`config.mk`:
```
export PLATFORM = sky130hd
export DESIGN_NAME = byte_rx_queue
export DESIGN_NICKNAME = d
export VERILOG_FILES = /design/src/rtl/rxq_pkg.sv /design/src/rtl/rxq_store.sv /design/src/rtl/rxq_level.sv /design/src/rtl/rxq_irq.sv /design/src/rtl/byte_rx_queue.sv
export SDC_FILE = /design/constraint.sdc
export NUM_CORES = 1
export LEC_CHECK = 0
export ABC_CLOCK_PERIOD_IN_PS = 3600
export BUFFER_PORTS_ARGS = -buffer_cell sky130_fd_sc_hd__buf_2
export CAP_MARGIN = 20
export CORE_MARGIN = 4
export CORE_UTILIZATION = 50
export CTS_CLUSTER_SIZE = 12
export DETAILED_ROUTE_END_ITERATION = 6
export PLACE_DENSITY_LB_ADDON = 0.25
export SYNTH_ARGS = -nofsm -noshare
export SYNTH_HDL_FRONTEND = slang
export SYNTH_SLANG_ARGS = --single-unit
```
`constraint.sdc`:
```
create_clock -name clk -period 3.6 [get_ports clk]
set_clock_uncertainty 0.05 [all_clocks]
set_input_delay 0.18 -clock clk [delete_from_list [all_inputs] [get_ports clk]]
set_output_delay 0.18 -clock clk [all_outputs]
set_load 0.05 [all_outputs]
```
`src/rtl/rxq_pkg.sv`:
```
package rxq_pkg;
  localparam int IRQ_N = 3;
  typedef enum int {
    SRC_BYTE = 0,
    SRC_MID  = 1,
    SRC_FULL = 2
  } irq_src_e;
endpackage

```
`src/rtl/rxq_store.sv`:
```
module rxq_store #(
  parameter int DW    = 8,
  parameter int DEPTH = 8
) (
  input  logic          clk,
  input  logic          rst_n,
  input  logic          wr_en,
  input  logic [DW-1:0] wr_data,
  input  logic          rd_en,
  output logic [DW-1:0] rd_data
);
  localparam int AW = (DEPTH > 1) ? $clog2(DEPTH) : 1;
  localparam logic [AW-1:0] LAST = AW'(DEPTH - 1);

  logic [DW-1:0] slots [DEPTH];
  logic [AW-1:0] wr_ptr, rd_ptr;

  function automatic logic [AW-1:0] bump(input logic [AW-1:0] p);
    return (p == LAST) ? '0 : p + 1'b1;
  endfunction

  always_ff @(posedge clk) begin
    if (wr_en) slots[wr_ptr] <= wr_data;
  end

  always_ff @(posedge clk or negedge rst_n) begin
    if (!rst_n) begin
      wr_ptr <= '0;
      rd_ptr <= '0;
    end else begin
      if (wr_en) wr_ptr <= bump(wr_ptr);
      if (rd_en) rd_ptr <= bump(rd_ptr);
    end
  end

  assign rd_data = slots[rd_ptr];
endmodule

```
`src/rtl/rxq_level.sv`:
```
module rxq_level #(
  parameter int DEPTH     = 8,
  parameter int MID_LEVEL = 4,
  parameter int LW        = $clog2(DEPTH + 1)
) (
  input  logic          clk,
  input  logic          rst_n,
  input  logic          push_ok,
  input  logic          pop_ok,
  output logic [LW-1:0] level,
  output logic          ev_mid,
  output logic          ev_full
);
  localparam logic [LW-1:0] BELOW_MID  = LW'(MID_LEVEL - 1);
  localparam logic [LW-1:0] BELOW_FULL = LW'(DEPTH - 1);

  logic grow, shrink;
  assign grow   = push_ok && !pop_ok;
  assign shrink = pop_ok && !push_ok;

  always_ff @(posedge clk or negedge rst_n) begin
    if (!rst_n)      level <= '0;
    else if (grow)   level <= level + 1'b1;
    else if (shrink) level <= level - 1'b1;
  end

  assign ev_mid  = grow && (level == BELOW_MID);
  assign ev_full = grow && (level == BELOW_FULL);
endmodule

```
`src/rtl/rxq_irq.sv`:
```
module rxq_irq #(
  parameter int N = rxq_pkg::IRQ_N
) (
  input  logic         clk,
  input  logic         rst_n,
  input  logic [N-1:0] set_ev,
  input  logic [N-1:0] clr,
  input  logic [N-1:0] en,
  output logic [N-1:0] pend,
  output logic [N-1:0] req
);
  for (genvar i = 0; i < N; i++) begin : g_src
    always_ff @(posedge clk or negedge rst_n) begin
      if (!rst_n)         pend[i] <= 1'b0;
      else if (set_ev[i]) pend[i] <= 1'b1;
      else if (clr[i])    pend[i] <= 1'b0;
    end
    assign req[i] = pend[i] & en[i];
  end
endmodule

```
`src/rtl/byte_rx_queue.sv`:
```
module byte_rx_queue #(
  parameter int DW        = 8,
  parameter int DEPTH     = 8,
  parameter int MID_LEVEL = 4,
  parameter int LW        = $clog2(DEPTH + 1)
) (
  input  logic          clk,
  input  logic          rst_n,
  input  logic          in_valid,
  output logic          in_ready,
  input  logic [DW-1:0] in_data,
  output logic          out_valid,
  input  logic          out_ready,
  output logic [DW-1:0] out_data,
  output logic [LW-1:0] level,
  input  logic [2:0]    irq_enable,
  input  logic [2:0]    irq_clear,
  output logic [2:0]    irq_pending,
  output logic [2:0]    irq_req,
  output logic          overrun,
  input  logic          overrun_clear
);
  import rxq_pkg::*;

  logic full, push_ok, pop_ok, dropped, ev_mid, ev_full;
  logic [IRQ_N-1:0] events;

  assign full      = (level == LW'(DEPTH));
  assign in_ready  = !full;
  assign out_valid = (level != '0);
  assign push_ok   = in_valid && !full;
  assign pop_ok    = out_ready && out_valid;
  assign dropped   = in_valid && full;

  rxq_store #(.DW(DW), .DEPTH(DEPTH)) u_store (
    .clk(clk), .rst_n(rst_n), .wr_en(push_ok), .wr_data(in_data),
    .rd_en(pop_ok), .rd_data(out_data)
  );

  rxq_level #(.DEPTH(DEPTH), .MID_LEVEL(MID_LEVEL), .LW(LW)) u_level (
    .clk(clk), .rst_n(rst_n), .push_ok(push_ok), .pop_ok(pop_ok),
    .level(level), .ev_mid(ev_mid), .ev_full(ev_full)
  );

  always_comb begin
    events           = '0;
    events[SRC_BYTE] = push_ok;
    events[SRC_MID]  = ev_mid;
    events[SRC_FULL] = ev_full;
  end

  rxq_irq #(.N(IRQ_N)) u_irq (
    .clk(clk), .rst_n(rst_n), .set_ev(events), .clr(irq_clear),
    .en(irq_enable), .pend(irq_pending), .req(irq_req)
  );

  always_ff @(posedge clk or negedge rst_n) begin
    if (!rst_n)             overrun <= 1'b0;
    else if (dropped)       overrun <= 1'b1;
    else if (overrun_clear) overrun <= 1'b0;
  end
endmodule

```
======== Word-level counts from Yosys, hierarchy flattened ========
Memory sizes are Yosys's and may differ from the RTL's.
Index checks and enable logic that the tools add are counted.
storage, ports and cells
  bits of input ports ..................... 19
  logic and storage cells ................. 50
  bits in writable memories ............... 64
  output and inout port bits .............. 21
  flip-flop bits (word level) ............. 14
  memories ................................ 1
memories
  name           words  bits a word  read ports  clocked after memory_dff  write ports  RTL line         source
  u_store.slots  8      8            1           0                         1            rxq_store.sv:15  logic [DW-1:0] slots [DEPTH];
operators by class
  equal/unequal tests ..................... 5
  bitwise gates (word level) .............. 3
  mux-type cells .......................... 14
  reductions and logical operators ........ 16
  $add $sub $neg .......................... 4
operator list
  kind                 count
  $mux 1               10
  $reduce_bool 2->1    5
  $mux 4               2
  $logic_and 1x1->1    7
  $add 3x1->3 const B  2
  $eq 3x3->1 const B   2
  $mux 3               2
  $add 4x1->4 const B  1
  $eq 4x2->1 const B   1
  $eq 4x3->1 const B   1
  $eq 4x4->1 const B   1
  $reduce_bool 4->1    1
  $sub 4x1->4 const B  1
  $and 1x1->1          3
  $logic_not 1->1      3

======== Depth between registers and ports, before layout ========
  depth in word-level cells ............... 7
  gate-level depth with buffers ........... 10
  depth with buffers taken out ............ 9

======== By module ========
Synthesis repeated with hierarchy kept, for this count alone.
second synthesis, totals
  cell total of the unflattened synthesis .. 179
  area total of the unflattened synthesis .. 3355.7 um2
by module, submodules not included
  module         cells an instance  area an instance (um2)  times used  sequential area each (um2)
  rxq_store      126                2815.2                  1           2072.0
  rxq_level      33                 334.1                   1           100.1
  rxq_irq        12                 127.6                   1           75.1
  byte_rx_queue  8                  78.8                    1           25.0

======== Least setup slack after synthesis ========
OpenSTA, ideal clock, no wires.
  path kind ............................... register -> register
  from .................................... register u_level.level[0]
  to ...................................... register u_level.level[3]
  setup time .............................. 0.131 ns
  arrival time ............................ 2.887 ns
  stages on the path, launching flop included .. 11
  period minus slack after synthesis ...... 3.068 ns
  required time ........................... 3.419 ns
  path slack .............................. 0.532 ns
  cell sequence ........................... dfrtp_1 -> or4b_1 -> buf_6 -> nand2_8 -> inv_1 -> ha_1 -> inv_1 -> ha_1 -> or4_1 -> o211ai_1 -> o211ai_1
on the way
  cells in the longest elaborated chain, start to end .. 6
  elaborated cells on any way between the ends .. 14
  those cells by class .................... 2 x add/sub; 1 x eq/ne; 2 x mux; 9 x reduce/logical
RTL lines
  what                         RTL line             source
  start: declaration           rxq_level.sv:10      output logic [LW-1:0] level,
  start signal: assignment     rxq_level.sv:23      else if (grow) level <= level + 1'b1;
  start signal: assignment     rxq_level.sv:24      else if (shrink) level <= level - 1'b1;
  $eq 4x4->1 *                 byte_rx_queue.sv:28  assign full = (level == LW'(DEPTH));
  $logic_not 1->1 *            --
  net in_ready                 byte_rx_queue.sv:10  output logic in_ready,
  $logic_and 1x1->1 *          byte_rx_queue.sv:31  assign push_ok = in_valid && !full;
  net push_ok                  byte_rx_queue.sv:25  logic full, push_ok, pop_ok, dropped, ev_mid, ev_full;
  $logic_not 1->1              rxq_level.sv:19      assign shrink = pop_ok && !push_ok;
  $logic_and 1x1->1            rxq_level.sv:19
  $reduce_bool 2->1 (no line)  --
The timed path passes the listed nets; every way through them passes the cells marked *. The select of a mux whose other input is x is not followed.
A chain may end at the register's enable or synchronous reset.

======== Worst setup path after layout ========
  from .................................... register u_level.level[0]
  to ...................................... register u_level.level[3]
on the way
  cells in the longest elaborated chain, start to end .. 6
  elaborated cells on any way between the ends .. 14
  those cells by class .................... 2 x add/sub; 1 x eq/ne; 2 x mux; 9 x reduce/logical
RTL lines
  what                         RTL line
  $eq 4x4->1 *                 byte_rx_queue.sv:28
  $logic_not 1->1 *            byte_rx_queue.sv:31
  $logic_and 1x1->1 *          byte_rx_queue.sv:31
  net push_ok                  byte_rx_queue.sv:25
  $logic_not 1->1              rxq_level.sv:19
  $logic_and 1x1->1            rxq_level.sv:19
  $reduce_bool 2->1 (no line)  --
Marked as above.

==> run_summary.xml <==
<?xml version="1.0" encoding="UTF-8"?>
<metrics>
  <group name="outcome">
    <metric name="status" unit="">completed</metric>
  </group>
  <group name="cells_and_area">
    <metric name="final_common_cell" unit="">sky130_fd_sc_hd__edfxtp_1</metric>
    <metric name="fraction_of_final_layout_cells_sized_beyond_drive_strength_1" unit="%">35.59</metric>
    <metric name="area_delta_synth_final" unit="%">15.24</metric>
    <metric name="final-instance-count-excl-fill" unit="">313</metric>
    <metric name="antenna-diode-count" unit="">0</metric>
    <metric name="final_cell_mix" unit="">64 x sky130_fd_sc_hd__edfxtp_1, 39 x sky130_fd_sc_hd__buf_2, 14 x sky130_fd_sc_hd__dfrtp_1, 10 x sky130_fd_sc_hd__mux2_2</metric>
    <metric name="nNetsFinal" unit="">258</metric>
    <metric name="postLayoutCellArea" unit="sq um">3831</metric>
  </group>
  <group name="flow_run">
    <metric name="max_cap_violations" unit="">0</metric>
  </group>
  <group name="synth">
    <metric name="synth-seq-area-share" unit="%">68.35</metric>
    <metric name="syn-cell-area" unit="sq um">3324</metric>
    <metric name="syn_inst" unit="">177</metric>
    <metric name="synthDominantAreaCellType" unit="">sky130_fd_sc_hd__edfxtp_1</metric>
    <metric name="post-synth-top-area-fraction" unit="%">57.81</metric>
    <metric name="async_reset_ff_share" unit="%">17.95</metric>
    <metric name="ys_top_cells_by_area" unit="">sky130_fd_sc_hd__edfxtp_1 58%, sky130_fd_sc_hd__dfrtp_1 11%, sky130_fd_sc_hd__mux4_2 6.1%</metric>
    <metric name="synth.ff_latch_count" unit="">78</metric>
    <metric name="synth-main-ff-cell" unit="">sky130_fd_sc_hd__edfxtp_1</metric>
    <metric name="synthesis.area_per_instance" unit="sq um">18.78</metric>
    <metric name="synth_warnings" unit="">0</metric>
    <metric name="count_of_cell_types_in_the_netlist" unit="">36</metric>
    <metric name="postSynthNetCount" unit="">204</metric>
    <metric name="number_of_enable_type_register_cells_in_the_synthesized_netlist" unit="">64</metric>
  </group>
  <group name="floorplanning">
    <metric name="dieArea" unit="sq um">8017</metric>
    <metric name="floorplan.die.height" unit="microns">89.54</metric>
    <metric name="core-area" unit="sq um">6386</metric>
    <metric name="initial_cell_density_of_the_core" unit="%">52.06</metric>
    <metric name="dieWidth" unit="microns">89.54</metric>
    <metric name="ios" unit="">40</metric>
    <metric name="placement_rows" unit="">29</metric>
  </group>
  <group name="timing">
    <metric name="timing.final.crit_period" unit="ns">3.059</metric>
    <metric name="final_layout_worst_hold_slack" unit="ns">0.05608</metric>
    <metric name="max_slew_margin" unit="%">38.87</metric>
    <metric name="fin_crit_sh" unit="%">84.96</metric>
    <metric name="timing.final.hold_violations" unit="">0</metric>
    <metric name="report.final.setup_viol" unit="">0</metric>
    <metric name="rsz0062_at_grt" unit="">false</metric>
    <metric name="fmaxAchievable" unit="MHz">326.9</metric>
    <metric name="timing.final.max_slew_violations" unit="">0</metric>
    <metric name="finalWorstSetupSlack" unit="ns">0.5414</metric>
    <metric name="tightest_slew" unit="ns">0.9136</metric>
    <metric name="summed_negative_setup_slack_over_all_endpoints" unit="ns">0</metric>
  </group>
  <group name="power">
    <metric name="power.sequential.fraction" unit="%">41.5</metric>
    <metric name="power.density" unit="nW/um^2">844.7</metric>
    <metric name="switchingPower" unit="mW">1.303</metric>
    <metric name="power.switching_fraction" unit="%">40.26</metric>
    <metric name="worst_ir_drop_on_vdd" unit="mV">0.5069</metric>
    <metric name="total_leakage_power" unit="nW">1.419</metric>
    <metric name="pwr-share-comb" unit="%">41.6</metric>
    <metric name="intPower" unit="mW">1.933</metric>
    <metric name="clock_power_share" unit="%">17.0</metric>
  </group>
  <group name="critical_path">
    <metric name="crit_start_category" unit="">flip-flop</metric>
    <metric name="timing_worst_setup_path_type" unit="">flip-flop to flip-flop</metric>
    <metric name="worst-endpoint-arrival" unit="ns">3.22</metric>
    <metric name="r2r_setup_slack" unit="ns">0.54</metric>
    <metric name="worstPathMaxFanout" unit="">9</metric>
    <metric name="worstPathRequired" unit="ns">3.77</metric>
    <metric name="crit_path_end_kind" unit="">flip-flop</metric>
  </group>
  <group name="place">
    <metric name="dpl.cell_count" unit="">292</metric>
    <metric name="placement.cell_area" unit="sq um">3617</metric>
    <metric name="routabilityCongestion" unit="">0.7779</metric>
    <metric name="hpwlAfterDp" unit="mm">3.806</metric>
    <metric name="dpl_worst_slack" unit="ns">0.5550</metric>
    <metric name="place.port_buffers" unit="">39</metric>
  </group>
  <group name="global_route">
    <metric name="global_route_wire_length_before_repair" unit="mm">9.377</metric>
    <metric name="all_layer_gr_usage" unit="%">16.55</metric>
    <metric name="grt-ovfl-total" unit="">0</metric>
    <metric name="grt_pass1_vias" unit="">1755</metric>
    <metric name="grt_start_max_net_pins" unit="">20</metric>
    <metric name="grt_antenna_before_repair" unit="">0</metric>
  </group>
  <group name="clocking">
    <metric name="postCtsResizedCells" unit="">0</metric>
    <metric name="clk_path_buf_depth" unit="">2</metric>
    <metric name="clockRootBuffer" unit="">sky130_fd_sc_hd__clkbuf_8</metric>
    <metric name="cts_sinks" unit="">78</metric>
    <metric name="clkSlewWorstSetupHoldPaths" unit="ns">0.08</metric>
    <metric name="cts_made_buffers" unit="">9</metric>
    <metric name="tritoncts_clock_tree" unit="">yes</metric>
    <metric name="htree_levels" unit="">3</metric>
    <metric name="worstSkewPairLatency" unit="ns">0.33</metric>
  </group>
  <group name="min_path">
    <metric name="hold_path_class" unit="">input port to flip-flop</metric>
  </group>
  <group name="drt">
    <metric name="num_vias" unit="">1739</metric>
    <metric name="route.detailed.vias_per_inst" unit="">5.556</metric>
    <metric name="drt_drc_violations_left" unit="">0</metric>
    <metric name="dr.pass1.iters" unit="">5</metric>
    <metric name="detailedRoute.firstIterationViolations" unit="">78</metric>
    <metric name="wire_per_inst" unit="microns">19.02</metric>
    <metric name="number_of_routed_nets_with_antenna_violations" unit="">0</metric>
    <metric name="wirelength" unit="mm">5.954</metric>
  </group>
</metrics>
## area by class of cell
cell class	count	area (sq um)
Fill cell	477	2555
Timing Repair Buffer	50	290.3
Multi-Input combinational cell	84	978.4
Clock buffer	9	123.9
Sequential cell	78	2272
Inverter	8	30.03
Clock inverter	7	40.04
Tap cell	77	96.34
## per-stage QoR
stage / util [%] / power (mW)
6_report: 59.99 / 3.236
5_1_grt: 59.99 / 3.422
4_1_cts: 59.99 / 3.267
3_5_place_dp: 56.64 / 2.717
3_3_place_gp: 56.64 / 2.696
2_1_floorplan: - / 2.420
## timing repair
item | in CTS | in global routing
buffers inserted | 0 | 0
hold buffers | 5 | 0
hold endpoints to repair | 18 | 0
endpoints found under the setup margin | 0 | 0
## final timing paths
path                             startpoint                  end  cells after the start
max                        u_level.level[0]     u_level.level[3]                      9
min                              in_data[2]  u_store.slots[4][2]                      1
max reg2reg                u_level.level[0]     u_level.level[3]                      9
min reg2reg                   u_irq.pend[0]        u_irq.pend[0]                      2
max in group asynchronous             rst_n        u_irq.pend[2]                      2
min in group asynchronous             rst_n        u_irq.pend[0]                      2
## logic make-up after synthesis
group	after synthesis	share of synthesized area, %
xor+xnor	2	0.5270
simple gates	31	5.646
compound gates	13	3.161
flops	78	68.35
mux	30	16.67
buf+inv	15	2.409
fa+ha+maj	8	3.237
## cell usage after synthesis (2+ instances only)
library cell / n
sky130_fd_sc_hd__a21oi_1: 2
sky130_fd_sc_hd__and2_1: 3
sky130_fd_sc_hd__buf_6: 3
sky130_fd_sc_hd__clkbuf_1: 2
sky130_fd_sc_hd__dfrtp_1: 14
sky130_fd_sc_hd__edfxtp_1: 64
sky130_fd_sc_hd__ha_1: 7
sky130_fd_sc_hd__inv_1: 8
sky130_fd_sc_hd__mux2_2: 10
sky130_fd_sc_hd__mux2_4: 3
sky130_fd_sc_hd__mux4_1: 7
sky130_fd_sc_hd__mux4_2: 9
sky130_fd_sc_hd__nand2_1: 4
sky130_fd_sc_hd__nand2b_1: 3
sky130_fd_sc_hd__nand3_1: 3
sky130_fd_sc_hd__nor2_1: 4
sky130_fd_sc_hd__nor3_1: 6
sky130_fd_sc_hd__o211ai_1: 2
sky130_fd_sc_hd__o21ai_0: 3
sky130_fd_sc_hd__o22ai_1: 3
sky130_fd_sc_hd__xnor2_1: 2
## layer usage
| metal | routed length (microns) | global-route usage, % | vias up |
|---|---|---|---|
| met5 | 0 | 0 | - |
| met4 | 88 | 7.307 | 0 |
| met3 | 139 | 2.857 | 7 |
| met2 | 3026 | 26.13 | 22 |
| met1 | 2700 | 22.63 | 889 |
| li1 | - | - | 821 |
## state kept, by name, summed over array words and instances (netlist names)
name / count
overrun: 1
u_store.slots: 64
u_store.wr_ptr: 3
u_irq.pend: 3
u_store.rd_ptr: 3
u_level.level: 4
## critical path, cell delays in order (launching register included)
cell                       delay (ns)
sky130_fd_sc_hd__dfrtp_1         0.51
sky130_fd_sc_hd__or4b_1          0.73
sky130_fd_sc_hd__nand2_8         0.17
sky130_fd_sc_hd__inv_1           0.05
sky130_fd_sc_hd__ha_1            0.26
sky130_fd_sc_hd__inv_1           0.15
sky130_fd_sc_hd__ha_1            0.31
sky130_fd_sc_hd__or4_1           0.48
sky130_fd_sc_hd__o211ai_1        0.11
sky130_fd_sc_hd__o211ai_1        0.10
## power groups by stage
stage	logic, mW	clock network (mW)	registers (mW)
floorplan	1.03	0	1.39
global placement	1.34	0	1.36
detailed placement	1.35	0	1.37
CTS	1.36	0.559	1.35
global route	1.44	0.612	1.37
finish	1.34	0.549	1.34
No activity file was read; power rests on OpenSTA's default activity.
